**src/rtl/fe_lq_pkg.sv**
```systemverilog
package fe_lq_pkg;
  typedef enum logic {LQ_DOWN = 1'b0, LQ_UP = 1'b1} lq_state_e;

  function automatic int unsigned us_to_cycles(input int unsigned us,
                                               input int unsigned per_us);
    return us * per_us;
  endfunction
endpackage

```
**src/rtl/fe_lq_sig_detect.sv**
```systemverilog
module fe_lq_sig_detect (
  input  logic level_ok,
  input  logic force_sd,
  output logic sd_eff
);
  assign sd_eff = level_ok | force_sd;
endmodule

```
**src/rtl/fe_lq_lock_wdog.sv**
```systemverilog
module fe_lq_lock_wdog
  import fe_lq_pkg::*;
#(
  parameter int unsigned CLKS_PER_US = 125,
  parameter int unsigned SHORT_US    = 722,
  parameter int unsigned LONG_US     = 2000
) (
  input  logic clk,
  input  logic rst,
  input  logic lock_seen,
  input  logic sym_seen,
  input  logic long_sel,
  output logic locked
);
  localparam int unsigned SHORT_CYC = us_to_cycles(SHORT_US, CLKS_PER_US);
  localparam int unsigned LONG_CYC  = us_to_cycles(LONG_US, CLKS_PER_US);
  localparam int unsigned MAX_CYC   = (LONG_CYC > SHORT_CYC) ? LONG_CYC : SHORT_CYC;
  localparam int unsigned CW        = $clog2(MAX_CYC + 1);

  logic [CW-1:0] cnt_q;
  logic [CW-1:0] last_idx;
  logic          expire;

  // last count value before the window runs out
  assign last_idx = long_sel ? CW'(LONG_CYC - 1) : CW'(SHORT_CYC - 1);
  assign expire   = locked && !lock_seen && !sym_seen && (cnt_q >= last_idx);

  always_ff @(posedge clk) begin
    if (rst) begin
      locked <= 1'b0;
      cnt_q  <= '0;
    end else if (lock_seen) begin
      locked <= 1'b1;
      cnt_q  <= '0;
    end else if (locked) begin
      if (sym_seen) begin
        cnt_q <= '0;
      end else if (expire) begin
        locked <= 1'b0;
        cnt_q  <= '0;
      end else begin
        cnt_q <= cnt_q + 1'b1;
      end
    end
  end


  relock_only_by_lock_chk: assert property (@(posedge clk) disable iff (rst)
    (!locked && !lock_seen) |=> !locked);

  indication_keeps_lock_chk: assert property (@(posedge clk) disable iff (rst)
    (locked && (sym_seen || lock_seen)) |=> locked);

  drop_needs_silence_chk: assert property (@(posedge clk) disable iff (rst)
    $fell(locked) |-> $past(!sym_seen && !lock_seen));
endmodule

```
**src/rtl/fe_lq_link_fsm.sv**
```systemverilog
module fe_lq_link_fsm
  import fe_lq_pkg::*;
(
  input  logic clk,
  input  logic rst,
  input  logic sd_eff,
  input  logic locked,
  input  logic hold_on_level,
  output logic link_q
);
  lq_state_e st_q, st_d;

  always_comb begin
    st_d = st_q;
    if (!sd_eff) begin
      st_d = LQ_DOWN;
    end else begin
      case (st_q)
        LQ_DOWN: if (locked) st_d = LQ_UP;
        LQ_UP:   if (!hold_on_level && !locked) st_d = LQ_DOWN;
        default: st_d = LQ_DOWN;
      endcase
    end
  end

  always_ff @(posedge clk) begin
    if (rst) st_q <= LQ_DOWN;
    else     st_q <= st_d;
  end

  assign link_q = (st_q == LQ_UP);


  rise_needs_lock_chk: assert property (@(posedge clk) disable iff (rst)
    $rose(link_q) |-> $past(sd_eff && locked));

  level_loss_drop_chk: assert property (@(posedge clk) disable iff (rst)
    !sd_eff |=> !link_q);

  strict_drop_chk: assert property (@(posedge clk) disable iff (rst)
    (link_q && !hold_on_level && !locked) |=> !link_q);

  lenient_hold_chk: assert property (@(posedge clk) disable iff (rst)
    (link_q && hold_on_level && sd_eff) |=> link_q);

  reset_down_chk: assert property (@(posedge clk) disable iff (rst)
    $past(rst) |-> !link_q);
endmodule

```
**src/rtl/fe_link_qualifier.sv**
```systemverilog
module fe_link_qualifier #(
  parameter int unsigned CLKS_PER_US = 125,
  parameter int unsigned SHORT_US    = 722,
  parameter int unsigned LONG_US     = 2000
) (
  input  logic clk,
  input  logic rst,
  input  logic rx_level_ok,
  input  logic dsc_lock_seen,
  input  logic dsc_sym_seen,
  input  logic force_link_req,
  input  logic cfg_hold_on_level,
  input  logic cfg_long_timeout,
  input  logic cfg_force_sd,
  input  logic cfg_force_good,
  output logic link_up,
  output logic dsc_locked
);
  logic sd_eff;
  logic link_q;
  logic force_any;

  fe_lq_sig_detect u_sd (
    .level_ok (rx_level_ok),
    .force_sd (cfg_force_sd),
    .sd_eff   (sd_eff)
  );

  fe_lq_lock_wdog #(
    .CLKS_PER_US (CLKS_PER_US),
    .SHORT_US    (SHORT_US),
    .LONG_US     (LONG_US)
  ) u_wdog (
    .clk       (clk),
    .rst       (rst),
    .lock_seen (dsc_lock_seen),
    .sym_seen  (dsc_sym_seen),
    .long_sel  (cfg_long_timeout),
    .locked    (dsc_locked)
  );

  fe_lq_link_fsm u_fsm (
    .clk           (clk),
    .rst           (rst),
    .sd_eff        (sd_eff),
    .locked        (dsc_locked),
    .hold_on_level (cfg_hold_on_level),
    .link_q        (link_q)
  );

  assign force_any = cfg_force_good | force_link_req;
  assign link_up   = link_q | force_any;


  unforced_up_needs_detect_chk: assert property (@(posedge clk) disable iff (rst)
    (!force_any && $rose(link_up)) |-> $past(sd_eff));
endmodule

```
**config.mk**
```make
export PLATFORM = sky130hd
export DESIGN_NAME = fe_link_qualifier
export DESIGN_NICKNAME = d
export VERILOG_FILES = /design/src/rtl/fe_lq_pkg.sv /design/src/rtl/fe_lq_sig_detect.sv /design/src/rtl/fe_lq_lock_wdog.sv /design/src/rtl/fe_lq_link_fsm.sv /design/src/rtl/fe_link_qualifier.sv
export SDC_FILE = /design/constraint.sdc
export NUM_CORES = 1
export LEC_CHECK = 0
export BUFFER_PORTS_ARGS = -buffer_cell sky130_fd_sc_hd__buf_2
export CORE_AREA = 8 8 51 69
export DETAILED_ROUTE_END_ITERATION = 10
export DIE_AREA = 0 0 59 77
export PLACE_DENSITY = 0.71
export SLEW_MARGIN = 20
export SYNTH_ARGS = -nofsm -noshare
export SYNTH_HDL_FRONTEND = slang
export SYNTH_SLANG_ARGS = --single-unit
```
**constraint.sdc**
```tcl
create_clock -name clk -period 2.17 [get_ports clk]
set_input_delay 0.217 -clock clk [delete_from_list [all_inputs] [get_ports clk]]
set_output_delay 0.217 -clock clk [all_outputs]
set_load 0.05 [all_outputs]
```
==> flow_metrics.tcl <==
set metrics [dict create \
    die_w_um 59 \
    worst_pin_slew_ns 0.376 \
    synth_top_area_frac 0.309 \
    p_seq_frac 0.618 \
    outcome "finished clean" \
    drive_gt1_frac 0.167 \
    grt_usage 0.158 \
    synth_seq_cells 20 \
    cts_root_buffer "clkbuf_4" \
    synth_edf_count 0 \
    slew_violations 0 \
    skew_ns 0.00280 \
    rsz0062_at_grt "false" \
    fin_crit_sh 0.953 \
    dr.pass1.iters 4 \
    r2r_slack_ns 0.10 \
    period_needed_ns 2.07 \
    synthFlopType "dfxtp_1" \
    synth_common_cells "nand2_1 (21), dfxtp_1 (20), nand3_1 (15)" \
    switching_power_uw 149 \
    num-fill-cells 266 \
    ios 12 \
    grt_pass1_wl_mm 5.75 \
    worstReg2RegEnd "u_wdog.locked" \
    hold_path_end "u_wdog.cnt_q[0]" \
    finalSetupTns_ns 0 \
    first_global_vias 1363 \
    cts_buffers 3 \
    syn-num-nets 182 \
    swShare 0.246 \
    synth-simple-area-share 0.325 \
    drtIter0Drc 51 \
    p_leak_uw 0.000508 \
    cts_setup_buffers 0 \
    dpl_worst_slack_ns 0.0259 \
    p_per_area_nw_per_um2 413 \
    synth_area_per_cell_um2 7.86 \
    yosysMostFrequentCell "nand2_1" \
    final_nets 205 \
    yosysSeqAreaShare 0.309 \
    relSlewSlack 0.747 \
    holdPathStages 2 \
    synthTopCellsByArea "dfxtp_1 (31%), ha_1 (6.8%), nand2_1 (6.1%), nand3_1 (5.8%), a32oi_1 (5.4%)" \
    insertion_delay_ns 0.30 \
    antenna_found_initial 0 \
    final_util 0.579 \
    clkSlewWorstSetupHoldPaths_ns 0.11 \
    ff2ff_path_depth 7 \
    drv_cap 0 \
    fp.dieArea_um2 4540 \
    io_buffers 11 \
    synth-xor-area-share 0 \
    wire_per_inst_um 15.1 \
    overflow 0 \
    wirelength_mm 3.36 \
    clock-sinks 20 \
    drc_errors 0 \
    vias 1352 \
    crit_path_start_kind "flip-flop" \
    ant_nets 0 \
    crit_start "u_wdog.cnt_q[17]" \
    final_hold_viol_count 0 \
    grt_max_degree 18 \
    reg2reg_from "u_wdog.cnt_q[17]" \
    htreeDepth 1 \
    path_max_fanout 14 \
    synth_adder_area_share 0.0675 \
    synth_cell_types 39 \
    synth_area_um2 1300 \
    cts_tree "yes" \
    worstSetupPathType "flip-flop to flip-flop" \
    core_um2 2530 \
    required_ns 2.37 \
    cts_buffer_depth 2 \
    hpwl_mm 2.62 \
    place_congestion 0.864 \
    die_y_um 77 \
    fmax_mhz 483 \
    p_int_uw 456 \
    cts.repair.resized 0 \
    muxShareOfSynthArea 0.00771 \
    initial_utilization 0.512 \
    hp-start "dsc_lock_seen" \
    pwr-share-clk 0.287 \
    fin_ws_ns 0.102 \
    area_growth_pct 12.9 \
    synth_cells 165 \
    p_comb_frac 0.095 \
    setup_viol 0 \
    rows 22 \
    hold_class "input port to flip-flop" \
    vias_per_cell 6.09 \
    synth-compound-area-share 0.221 \
    synth_top_family_by_area "simple AND/OR/NAND/NOR gates" \
    async_flop_share 0 \
    endpoint_kind "flip-flop" \
    arrival_ns 2.26 \
    ir_drop_v 0.000354 \
    hold_buffers 0 \
    yosys_warnings 0 \
    n_antenna_cell 0 \
    synth_largest_area_cell "dfxtp_1" \
]
## area by class of cell
type | count | area, µm² | share of cell area
multi-input combinational | 132 | 806 | 0.550
sequential | 20 | 400 | 0.273
timing repair buffer | 24 | 165 | 0.113
tap | 36 | 45.0 | 0.0307
inverter | 7 | 26.3 | 0.0179
clock buffer | 3 | 22.5 | 0.0154
## cell usage in the layout, fill, tap and decap left out, types with 5 or more instances in the layout
cell type  count
nand4_1        5
nor2_1         8
nor3_1        13
nand2_1       21
nand3_1       15
buf_4         12
inv_1          7
o21ai_0       12
a31oi_1        6
ha_1           7
dfxtp_1       20
a32oi_1        8
buf_2         11
## cells by family after synthesis
kind of cell             count (synthesis)
AO/OA/AOI/OAI                           42
adder cells (fa/ha/maj)                  7
buffers and inverters                   13
flip-flops                              20
multiplexers                             1
AND/OR/NAND/NOR                         82
## per-layer routing
metal  part of all wire  vias up  GRT usage
met5                  0        -          0
met4              0.033        0      0.111
met3              0.047       11     0.0284
met2               0.54       34      0.280
met1               0.38      636      0.156
li1                   -      671          -
## sequential cells by signal, summed over array words and instances (netlist names)
signal / flops
u_fsm.link_q: 1
u_wdog.locked: 1
u_wdog.cnt_q: 18
## power groups by stage
stage               clock network, µW  logic, µW  registers [µW]
floorplan                           0       28.5             386
global placement                    0       55.2             381
detailed placement                  0       57.3             382
CTS                               186       57.4             374
global route                      196       63.4             374
finish                            174       57.4             373
## stage by stage
step | total power, µW | hold slack [ns] | cells | area (µm²)
after global placement | 437 | 0.446 | 219 | 1440
final | 605 | 0.138 | 222 | 1470
after detailed placement | 439 | 0.453 | 219 | 1440
after floorplan | 414 | 0.294 | 165 | 1300
after CTS | 617 | 0.128 | 222 | 1470
after global routing | 634 | 0.132 | 222 | 1470
## worst max-delay path by stage
stage | to | slack, ns
final | u_wdog.locked | 0.10
after detailed placement | u_wdog.cnt_q[3] | 0.03
after floorplan | u_wdog.cnt_q[1] | 0.24
after global placement | u_wdog.locked | 0.12
after CTS | u_wdog.locked | 0.10
after global routing | u_wdog.locked | 0.01
## critical path, cell delays in order, from the launching register on
cell and delay (ns):
dfxtp_1 0.35, ha_1 0.31, nand4_1 0.13, or4_1 0.50, a31o_1 0.25, buf_12 0.16, a211oi_1 0.20, nor3_1 0.07
Power figures use the tool's default switching activity.
